`src/rtl/cal_clock_pkg.sv`:
```
package cal_clock_pkg;

    typedef struct packed {
        logic [7:0] sec;
        logic [7:0] min;
        logic [7:0] hour;
        logic [7:0] dow;
        logic [7:0] date;
        logic [7:0] mon;
        logic [7:0] year;
        logic [7:0] cent;
    } cal_time_t;

    localparam int NUM_FIELDS = 8;
    localparam int HOUR_IDX   = 2;

    localparam logic [3:0] ADDR_HOUR   = 4'd2;
    localparam logic [3:0] ADDR_LAST_T = 4'd7;
    localparam logic [3:0] ADDR_CTRL_A = 4'd8;
    localparam logic [3:0] ADDR_CTRL_B = 4'd9;

    localparam logic [7:0] CTRL_A_INIT = 8'h26;
    localparam logic [7:0] CTRL_B_INIT = 8'h02;

    function automatic logic [7:0] bin_to_bcd(input logic [7:0] v);
        logic [7:0] tens;
        logic [7:0] ones;
        tens = v / 8'd10;
        ones = v - tens * 8'd10;
        return {tens[3:0], ones[3:0]};
    endfunction

    function automatic logic [7:0] bcd_to_bin(input logic [7:0] v);
        return {4'b0, v[7:4]} * 8'd10 + {4'b0, v[3:0]};
    endfunction

    function automatic logic is_leap(input logic [7:0] yr, input logic [7:0] cent);
        if (yr == 8'd0) return (cent[1:0] == 2'b00);
        return (yr[1:0] == 2'b00);
    endfunction

    function automatic logic [7:0] month_days(input logic [7:0] mon, input logic leap);
        case (mon)
            8'd2:                        return leap ? 8'd29 : 8'd28;
            8'd4, 8'd6, 8'd9, 8'd11:     return 8'd30;
            default:                     return 8'd31;
        endcase
    endfunction

endpackage

```
`src/rtl/cal_phase.sv`:
```
module cal_phase #(
    parameter int TICKS_PER_SEC = 32768,
    parameter int UIP_TICKS     = 8
) (
    input  logic clk,
    input  logic rst_n,
    input  logic tick_i,
    input  logic count_en_i,
    input  logic hold_i,
    input  logic half_load_i,
    input  logic zero_load_i,
    output logic wrap_o,
    output logic uip_win_o
);
    localparam int PW = $clog2(TICKS_PER_SEC);
    localparam logic [PW-1:0] LAST    = PW'(TICKS_PER_SEC - 1);
    localparam logic [PW-1:0] HALF    = PW'(TICKS_PER_SEC / 2);
    localparam logic [PW-1:0] WIN_BEG = PW'(TICKS_PER_SEC - UIP_TICKS);

    logic [PW-1:0] ph_d, ph_q;

    assign wrap_o    = tick_i && count_en_i && (ph_q == LAST);
    assign uip_win_o = (ph_q >= WIN_BEG);

    always_comb begin
        ph_d = ph_q;
        if (half_load_i)
            ph_d = HALF;
        else if (zero_load_i || hold_i)
            ph_d = '0;
        else if (count_en_i && tick_i)
            ph_d = (ph_q == LAST) ? '0 : ph_q + PW'(1);
    end

    always_ff @(posedge clk or negedge rst_n) begin
        if (!rst_n) ph_q <= '0;
        else        ph_q <= ph_d;
    end
endmodule

```
`src/rtl/cal_rollover.sv`:
```
module cal_rollover
    import cal_clock_pkg::*;
(
    input  cal_time_t cur_i,
    output cal_time_t nxt_o
);
    logic       leap;
    logic [7:0] dim;
    logic       c_min, c_hour, c_day, c_mon, c_year, c_cent;

    always_comb begin
        leap   = is_leap(cur_i.year, cur_i.cent);
        dim    = month_days(cur_i.mon, leap);
        c_min  = (cur_i.sec  >= 8'd59);
        c_hour = c_min  && (cur_i.min  >= 8'd59);
        c_day  = c_hour && (cur_i.hour >= 8'd23);
        c_mon  = c_day  && (cur_i.date >= dim);
        c_year = c_mon  && (cur_i.mon  >= 8'd12);
        c_cent = c_year && (cur_i.year >= 8'd99);

        nxt_o     = cur_i;
        nxt_o.sec = c_min ? 8'd0 : cur_i.sec + 8'd1;
        if (c_min)  nxt_o.min  = (cur_i.min  >= 8'd59) ? 8'd0 : cur_i.min  + 8'd1;
        if (c_hour) nxt_o.hour = (cur_i.hour >= 8'd23) ? 8'd0 : cur_i.hour + 8'd1;
        if (c_day) begin
            nxt_o.dow  = (cur_i.dow >= 8'd7) ? 8'd1 : cur_i.dow + 8'd1;
            nxt_o.date = c_mon ? 8'd1 : cur_i.date + 8'd1;
        end
        if (c_mon)  nxt_o.mon  = c_year ? 8'd1 : cur_i.mon  + 8'd1;
        if (c_year) nxt_o.year = c_cent ? 8'd0 : cur_i.year + 8'd1;
        if (c_cent) nxt_o.cent = (cur_i.cent >= 8'd99) ? 8'd0 : cur_i.cent + 8'd1;
    end
endmodule

```
`src/rtl/cal_encode.sv`:
```
module cal_encode
    import cal_clock_pkg::*;
(
    input  cal_time_t  t_i,
    input  logic       bin_i,
    input  logic       h24_i,
    output logic [7:0] enc_o [NUM_FIELDS]
);
    logic [7:0] fld [NUM_FIELDS];

    assign fld[0] = t_i.sec;
    assign fld[1] = t_i.min;
    assign fld[2] = t_i.hour;
    assign fld[3] = t_i.dow;
    assign fld[4] = t_i.date;
    assign fld[5] = t_i.mon;
    assign fld[6] = t_i.year;
    assign fld[7] = t_i.cent;

    for (genvar i = 0; i < NUM_FIELDS; i++) begin : g_fld
        if (i == HOUR_IDX) begin : g_hour
            logic [7:0] h12;
            logic       pm;
            always_comb begin
                pm = (fld[i] >= 8'd12);
                if (fld[i] == 8'd0)      h12 = 8'd12;
                else if (fld[i] > 8'd12) h12 = fld[i] - 8'd12;
                else                     h12 = fld[i];
            end
            assign enc_o[i] = h24_i ? (bin_i ? fld[i] : bin_to_bcd(fld[i]))
                                    : ({pm, 7'b0} | (bin_i ? h12 : bin_to_bcd(h12)));
        end else begin : g_plain
            assign enc_o[i] = bin_i ? fld[i] : bin_to_bcd(fld[i]);
        end
    end
endmodule

```
`src/rtl/cal_clock.sv`:
```
module cal_clock
    import cal_clock_pkg::*;
#(
    parameter int TICKS_PER_SEC = 32768,
    parameter int UIP_TICKS     = 8
) (
    input  logic       clk,
    input  logic       rst_n,
    input  logic       tick_i,
    input  logic       wr_en_i,
    input  logic [3:0] wr_addr_i,
    input  logic [7:0] wr_data_i,
    output logic [7:0] sec_o,
    output logic [7:0] min_o,
    output logic [7:0] hour_o,
    output logic [7:0] dow_o,
    output logic [7:0] date_o,
    output logic [7:0] month_o,
    output logic [7:0] year_o,
    output logic [7:0] century_o,
    output logic [7:0] ctrl_a_o,
    output logic [7:0] ctrl_b_o,
    output logic       upd_end_o,
    output logic       upd_irq_o
);
    typedef struct packed {
        cal_time_t  t;
        logic [6:0] ca;
        logic [7:0] cb;
        logic       upd;
        logic       irq;
    } state_t;

    state_t st_d, st_q;

    logic       count_en, hold, set_mode, bin_mode, h24_mode, uie;
    logic       time_wr, wr_a, wr_b, half_load;
    logic       wrap, uip_win, applied;
    logic [7:0] dec_val, dec_hour, h_raw;
    cal_time_t  rolled;
    logic [7:0] enc [NUM_FIELDS];

    assign count_en  = (st_q.ca[6:4] <= 3'd2);
    assign hold      = (st_q.ca[6:5] == 2'b11);
    assign set_mode  = st_q.cb[7];
    assign uie       = st_q.cb[4];
    assign bin_mode  = st_q.cb[2];
    assign h24_mode  = st_q.cb[1];

    assign time_wr   = wr_en_i && (wr_addr_i <= ADDR_LAST_T);
    assign wr_a      = wr_en_i && (wr_addr_i == ADDR_CTRL_A);
    assign wr_b      = wr_en_i && (wr_addr_i == ADDR_CTRL_B);
    assign half_load = wr_a && hold && (wr_data_i[6:4] <= 3'd2);

    cal_phase #(
        .TICKS_PER_SEC(TICKS_PER_SEC),
        .UIP_TICKS    (UIP_TICKS)
    ) u_phase (
        .clk        (clk),
        .rst_n      (rst_n),
        .tick_i     (tick_i),
        .count_en_i (count_en),
        .hold_i     (hold),
        .half_load_i(half_load),
        .zero_load_i(time_wr),
        .wrap_o     (wrap),
        .uip_win_o  (uip_win)
    );

    cal_rollover u_roll (
        .cur_i(st_q.t),
        .nxt_o(rolled)
    );

    // Incoming data is decoded in the encoding currently selected.
    always_comb begin
        dec_val = bin_mode ? wr_data_i : bcd_to_bin(wr_data_i);
        h_raw   = bin_mode ? {1'b0, wr_data_i[6:0]} : bcd_to_bin({1'b0, wr_data_i[6:0]});
        if (h24_mode)
            dec_hour = dec_val;
        else
            dec_hour = ((h_raw == 8'd12) ? 8'd0 : h_raw) + (wr_data_i[7] ? 8'd12 : 8'd0);
    end

    assign applied = wrap && !set_mode && !time_wr;

    always_comb begin
        st_d     = st_q;
        st_d.upd = applied;
        st_d.irq = applied && uie;
        if (applied)
            st_d.t = rolled;
        if (time_wr) begin
            case (wr_addr_i)
                4'd0:    st_d.t.sec  = dec_val;
                4'd1:    st_d.t.min  = dec_val;
                4'd2:    st_d.t.hour = dec_hour;
                4'd3:    st_d.t.dow  = dec_val;
                4'd4:    st_d.t.date = dec_val;
                4'd5:    st_d.t.mon  = dec_val;
                4'd6:    st_d.t.year = dec_val;
                default: st_d.t.cent = dec_val;
            endcase
        end
        if (wr_a)
            st_d.ca = wr_data_i[6:0];
        if (wr_b) begin
            st_d.cb = wr_data_i;
            if (wr_data_i[7])
                st_d.cb[4] = 1'b0;
        end
    end

    always_ff @(posedge clk or negedge rst_n) begin
        if (!rst_n) begin
            st_q     <= '0;
            st_q.t   <= '{sec: 8'd0, min: 8'd0, hour: 8'd0, dow: 8'd1,
                          date: 8'd1, mon: 8'd1, year: 8'd0, cent: 8'd20};
            st_q.ca  <= CTRL_A_INIT[6:0];
            st_q.cb  <= CTRL_B_INIT;
        end else begin
            st_q <= st_d;
        end
    end

    cal_encode u_enc (
        .t_i  (st_q.t),
        .bin_i(bin_mode),
        .h24_i(h24_mode),
        .enc_o(enc)
    );

    assign sec_o     = enc[0];
    assign min_o     = enc[1];
    assign hour_o    = enc[2];
    assign dow_o     = enc[3];
    assign date_o    = enc[4];
    assign month_o   = enc[5];
    assign year_o    = enc[6];
    assign century_o = enc[7];
    assign ctrl_a_o  = {uip_win && count_en && !set_mode, st_q.ca};
    assign ctrl_b_o  = st_q.cb;
    assign upd_end_o = st_q.upd;
    assign upd_irq_o = st_q.irq;
endmodule

```
`config.mk`:
```
export PLATFORM = sky130hd
export DESIGN_NAME = cal_clock
export DESIGN_NICKNAME = d
export VERILOG_FILES = /design/src/rtl/cal_clock_pkg.sv /design/src/rtl/cal_phase.sv /design/src/rtl/cal_rollover.sv /design/src/rtl/cal_encode.sv /design/src/rtl/cal_clock.sv
export SDC_FILE = /design/constraint.sdc
export NUM_CORES = 1
export LEC_CHECK = 0
export ABC_AREA = 1
export ABC_CLOCK_PERIOD_IN_PS = 4100
export BUFFER_PORTS_ARGS = -buffer_cell sky130_fd_sc_hd__buf_2
export CAP_MARGIN = 20
export CORE_ASPECT_RATIO = 1.25
export CORE_MARGIN = 5
export CORE_UTILIZATION = 25
export CTS_BUF_LIST = sky130_fd_sc_hd__clkbuf_16
export DETAILED_ROUTE_END_ITERATION = 8
export SYNTH_ARGS = -nofsm -noshare
export SYNTH_HDL_FRONTEND = slang
export SYNTH_HIERARCHICAL = 1
export SYNTH_SLANG_ARGS = --single-unit
export TNS_END_PERCENT = 20
```
`constraint.sdc`:
```
create_clock -name clk -period 4.1 [get_ports clk]
set_clock_uncertainty 0.15 [all_clocks]
set_input_delay 0.41 -clock clk [delete_from_list [all_inputs] [get_ports clk]]
set_output_delay 0.41 -clock clk [all_outputs]
set_load 0.03 [all_outputs]
```
-- Yosys cells after proc, flatten, opt, wreduce, memory -nomap -nowiden
Cells that the tools add are included.
- register bits after elaboration: 96
- magnitude comparators: 14
- div/mod/pow operators: 9
- add/sub/neg operators: 22
- eq/ne operators: 16
- multipliers: 11
- reduce and logical (&&, ||, !) cells: 28
- bitwise operators: 1
- muxes and demuxes: 51
- operator list (cell ; number):
    $mux 8 ; 37
    $mux 64 ; 2
    $div 8x4->8 const B ; 9
    $mul 8x3->3 const B ; 9
    $add 8x1->8 const B ; 8
    $mux 15 ; 4
    $sub 4x4->4 ; 9
    $eq 8x4->1 const B ; 3
    $logic_and 1x1->1 ; 17
    $add 8x4->8 ; 2
    $eq 8x3->1 const B ; 2
    $ge 8x4->1 const B ; 2
    $ge 8x6->1 const B ; 2
    $ge 8x7->1 const B ; 2
    $logic_not 8->1 ; 2
    $mux 16 ; 1
    $pmux 8 s2 ; 1
    $add 15x1->15 const B ; 1
    $eq 15x15->1 const B ; 1
    $ge 15x15->1 const B ; 1
    $eq 4x3->1 const B ; 3
    $add 7x4->8 ; 1
    $eq 4x2->1 const B ; 2
    $eq 4x4->1 const B ; 2
    22 further kinds ; 29

-- Logic depth before layout (Yosys ltp)
- word-level depth: 14
- gate-level depth with buffers: 35

-- By module
The synthesis kept the hierarchy.
- modules (own cells, without submodules) (module ; area an instance (µm²) ; seq. area each (µm²) ; times used ; cells an instance):
    cal_clock ; 4503.1 ; 2038.2 ; 1 ; 567
    cal_encode ; 3998.8 ; 0.0 ; 1 ; 719
    cal_rollover ; 1694.1 ; 0.0 ; 1 ; 343
    cal_phase ; 1059.8 ; 375.4 ; 1 ; 138

-- Least setup slack after synthesis
No wires, ideal clock.
- path kind: register to output
- from: register st_q[59] (netlist name)
- to: output hour_o[3]
- arrival time: 3.743 ns
- cell stages (with the launch flop): 31
- path slack: -0.203 ns
- data required time: 3.540 ns
- cell sequence: dfrtp_1 ha_1 nor3_1 o21ai_2 inv_1 nand2_2 nand2_2 nand3_2 nand2_2 nand2_2 nand2_1 nand3_2 nand2_2 nand2_2 a21oi_4 nand2_4 nand2_4 inv_1 ha_1 nand2_1 nand3_2 nand2_1 ha_1 inv_1 ha_1 nor2_1 xor2_1 o21ai_0 nand2_1 nand3_1 nand2_1
- word-level cells in the longest chain between the ends: 9
- ends and longest elaborated chain (what ; RTL line ; text):
    start: declaration ; cal_clock.sv:34 ; state_t st_d, st_q;
    start signal: assignment ; cal_clock.sv:122 ; st_q <= st_d;
    $sub 8x4->8 / $gt 8x4->1 (equally long branches) ; cal_encode.sv:27 ; else if (fld[i] > 8'd12) h12 = fld[i] - 8'd12;
    $mux 8 ; cal_encode.sv:27 ;
    $mux 8 ; cal_encode.sv:26 ; if (fld[i] == 8'd0) h12 = 8'd12;
    $div 8x4->8 ; cal_clock_pkg.sv:28 ; tens = v / 8'd10;
    $mul 8x3->3 ; cal_clock_pkg.sv:29 ; ones = v - tens * 8'd10;
    $sub 4x4->4 ; cal_clock_pkg.sv:29 ;
    $mux 8 ; cal_encode.sv:31 ; : ({pm, 7'b0} | (bin_i ? h12 : bin_to_bcd(h12)));
    $or 8x8->8 ; cal_encode.sv:31 ;
    $mux 8 * ; cal_encode.sv:30 ; assign enc_o[i] = h24_i ? (bin_i ? fld[i] : bin_to_bcd(fld[i]))
    end: declaration ; cal_clock.sv:15 ; output logic [7:0] hour_o,
Mark *: on every way between the ends. The rest lies on a longest branch, timed or not.

-- Final worst setup path
- from: register st_q[62] (netlist name)
- to: output hour_o[3]
Same word-level chain as after synthesis.

==> flow_summary_export.csv <==
group,metric,value,unit
global_route,antenna_found_initial,1,
route,num_vias,12300,
floorplan,die_width,200,um
timing,rsz0062_at_grt,"true",
critical_path,setup.worst_path.class,"flop to output pin",
critical_path,crit_fanout,5,
timing,max_freq,215,MHz
floorplan,fp.coreArea,44800,sq um
route,drtAntennaViolNets,0,
timing,final.setup.worst_slack,-541,ps
finish,area_growth,33.2,%
floorplan,ios,98,
power_and_ir_drop,design_power_total,15.3,mW
run_status,status,"complete, but fails checks",
job,drv_cap,0,
floorplan,fp.dieH,247,um
yosys,synth.avg_cell_area,6.37,sq um
finish,multiInputGateArea,8030,sq um
route,drc_errors,0,
global_route,grt_pass1_wl,57.7,mm
timing,slew_violations,0,
finish,diodes,0,
timing,tightest_slew,721,ps
route,firstDrtPassIters,6,
yosys,ys_seq_area_share,21.4,%
clocking,ctsHtreeMaxLevel,3,
hold_path,hp-class,"input port to flop",
clocking,clockBufferDepth,2,
critical_path,startpoint_type,"flop",
power_and_ir_drop,power_density,1020,nW/um^2
floorplan,start_util,25.1,%
global_route,grt_usage,14.1,%
placed_design,dpl_worst_slack,-376,ps
yosys,synth_cell_types,65,
yosys,yosysWarnings,6,
power_and_ir_drop,peakVddDrop,1.00,mV
yosys,synth_seq_cells,96,
power_and_ir_drop,p_leak,7.80,nW
route,drt_iter0_drc,610,
critical_path,cp-end-kind,"output pin",
yosys,synth_cells,1767,
timing,finalHoldViolations,0,
timing,setup_tns,-5690,ps
timing,setup_viol,20,
placed_design,dp_hpwl,26.2,mm
finish,seqCellArea,2420,sq um
critical_path,cp.required,3540,ps
floorplan,die-area,49400,sq um
floorplan,fp-row-count,87,
route,wl_per_cell,13.7,um
placed_design,gp_congestion,0.881,
finish,finalNetCount,2128,
finish,fin_area,15000,sq um
placed_design,post_dp_cell_area,13400,sq um
critical_path,cpMaxStageDelayCell,"dfrtp_2",
global_route,grt_max_degree,69,
yosys,syn_area,11300,sq um
critical_path,worstPathArrival,4080,ps
timing,relSlewSlack,51.9,%
run_status,violations,"negative setup slack",
clocking,cts-root-buf,"clkbuf_16",
critical_path,slowest_delay,470,ps
clocking,clock_sinks,96,
timing,fin_crit,4640,ps
clocking,cts_made_buffers,9,
finish,drive_gt1_share,32.5,%
global_route,grt_pass1_vias,11900,
route,viasPerCell,4.67,
global_route,overflow,0,
clocking,clkSlewWorstSetupHoldPaths,60,ps
clocking,clk_latency,350,ps
clocking,cts_tree,"yes",
route,routed_wl,36.1,mm
finish,fillers,4822,
timing,period_share,113,%
placed_design,port_buffers,97,
critical_path,path_common_cell,"nand2_2",
-- cells by family after synthesis --
| logic type | Yosys count | synth area share (%) |
|---|---|---|
| and+or+nand+nor | 905 | 37.0 |
| buffers and inverters | 347 | 13.2 |
| AOI/OAI and AO/OA | 299 | 15.7 |
| DFF | 96 | 21.4 |
| adders and majority gates | 61 | 7.51 |
| xor gates and xnor gates | 47 | 4.12 |
| muxes | 11 | 1.03 |
| other | 1 | 0.0333 |
-- sequential cells by signal (all words and copies together) (netlist names) --
signal        flops
ctrl_a_o          7
ctrl_b_o          8
st_q             64
u_phase/ph_q     15
upd_end_o         1
upd_irq_o         1
-- layout by cell type (no fill, tap or decap), types with 25 or more instances in the layout --
cell / synthesis / routed
a21oi_1: 60 / 54
dfrtp_1: 87 / 83
o21ai_1: 15 / 29
o21ai_2: 18 / 25
nand3_1: 95 / 86
a31oi_1: 32 / 32
nand2_1: 475 / 429
nor2_1: 170 / 162
nand2_2: 41 / 75
ha_1: 50 / 39
buf_4: 27 / 248
inv_2: 21 / 42
buf_2: 25 / 71
nand4_1: 40 / 40
o21ai_0: 122 / 97
inv_1: 252 / 234
-- cell usage after synthesis (all sizes together) --
| cell | number | area, sq um |
|---|---|---|
| dfstp | 9 | 236 |
| clkinv | 4 | 15.0 |
| a31oi | 33 | 221 |
| o2111ai | 1 | 8.76 |
| a211oi | 1 | 7.51 |
| mux2 | 5 | 56.3 |
| conb | 1 | 3.75 |
| a32oi | 1 | 8.76 |
| xor2 | 33 | 334 |
| nand4 | 40 | 250 |
| o22ai | 14 | 87.6 |
| buf | 57 | 377 |
| and2 | 4 | 27.5 |
| xnor2 | 14 | 130 |
| and3 | 1 | 6.26 |
| nor4 | 1 | 12.5 |
| nor3b | 1 | 7.51 |
| o211ai | 4 | 30.0 |
| o21a | 9 | 67.6 |
| ha | 50 | 626 |
| nand3 | 112 | 653 |
| o21bai | 8 | 78.8 |
| nand2 | 527 | 2160 |
| a21oi | 64 | 343 |
| or2 | 5 | 31.3 |
| clkbuf | 13 | 68.8 |
| nand3b | 2 | 15.0 |
| fa | 11 | 220 |
| nor3 | 16 | 123 |
| o21ai | 155 | 843 |
| a21o | 2 | 16.3 |
| a2111oi | 1 | 8.76 |
| o31ai | 3 | 22.5 |
| nor2 | 196 | 871 |
| dfrtp | 87 | 2180 |
| mux2i | 6 | 60.1 |
| a21boi | 3 | 22.5 |
| inv | 273 | 1020 |
-- stage by stage --
| stage | util [%] | cells | hold slack (ps) |
|---|---|---|---|
| 3_5_place_dp | 30.0 | 2556 | 315 |
| 6_report | 33.4 | 2634 | 188 |
| 2_1_floorplan | - | 1768 | -35.6 |
| 4_1_cts | 32.2 | 2622 | 166 |
| 5_1_grt | 33.4 | 2634 | 176 |
| 3_3_place_gp | 30.0 | 2556 | 307 |
-- where the power goes --
part	internal (mW)	total (mW)	switching, mW
clock	0.464	0.845	0.382
combinational	5.75	12.9	7.20
sequential	1.18	1.48	0.295
total	7.40	15.3	7.87
-- path summary, 6_finish.rpt --
check	from	to	slack [ps]	cells past startpoint
worst max-delay path	st_q[62]	hour_o[3]	-540	30
worst min-delay path	wr_data_i[1]	ctrl_b_o[1]	190	3
worst max register to register	st_q[27]	st_q[29]	850	17
worst min register to register	ctrl_b_o[3]	ctrl_b_o[3]	340	2
max in group asynchronous	rst_n	st_q[41]	2400	3
min in group asynchronous	rst_n	ctrl_a_o[3]	510	2
-- cell type report --
cell class,instances,share of cell area [%]
inverters,277,6.93
repair buffers,342,16.7
multi-input cells,1325,53.6
flip-flops and latches,96,16.1
well taps,578,4.82
clock buffers,9,1.50
clock inverters,7,0.367
-- worst max-delay path: cells and delay by family (launching register included) --
family,cells,cell delay (ps)
adders and majority gates,3,680
buffers and inverters,7,600
DFF,1,470
AOI/OAI and AO/OA,2,120
and+or+nand+nor,16,1500
xor gates and xnor gates,2,350
-- repair_timing --
item / 4_1_cts / 5_1_grt
setup buffers: 51 / 17
setup endpoints to repair: 23 / 31
resized for setup: 107 / 137
hold buffers: 1 / 0
pin swaps: 71 / 50
endpoints found under the hold margin: 44 / 0
-- routing by layer --
metal / global-route usage [%] / part of all wire [%] / vias to the layer above
li1: - / - / 6199
met1: 17.6 / 44 / 5781
met2: 25.3 / 50 / 267
met3: 1.76 / 4.0 / 55
met4: 4.22 / 2.3 / 2
met5: 0 / 0.036 / -
Power figures use the tool's default switching activity.
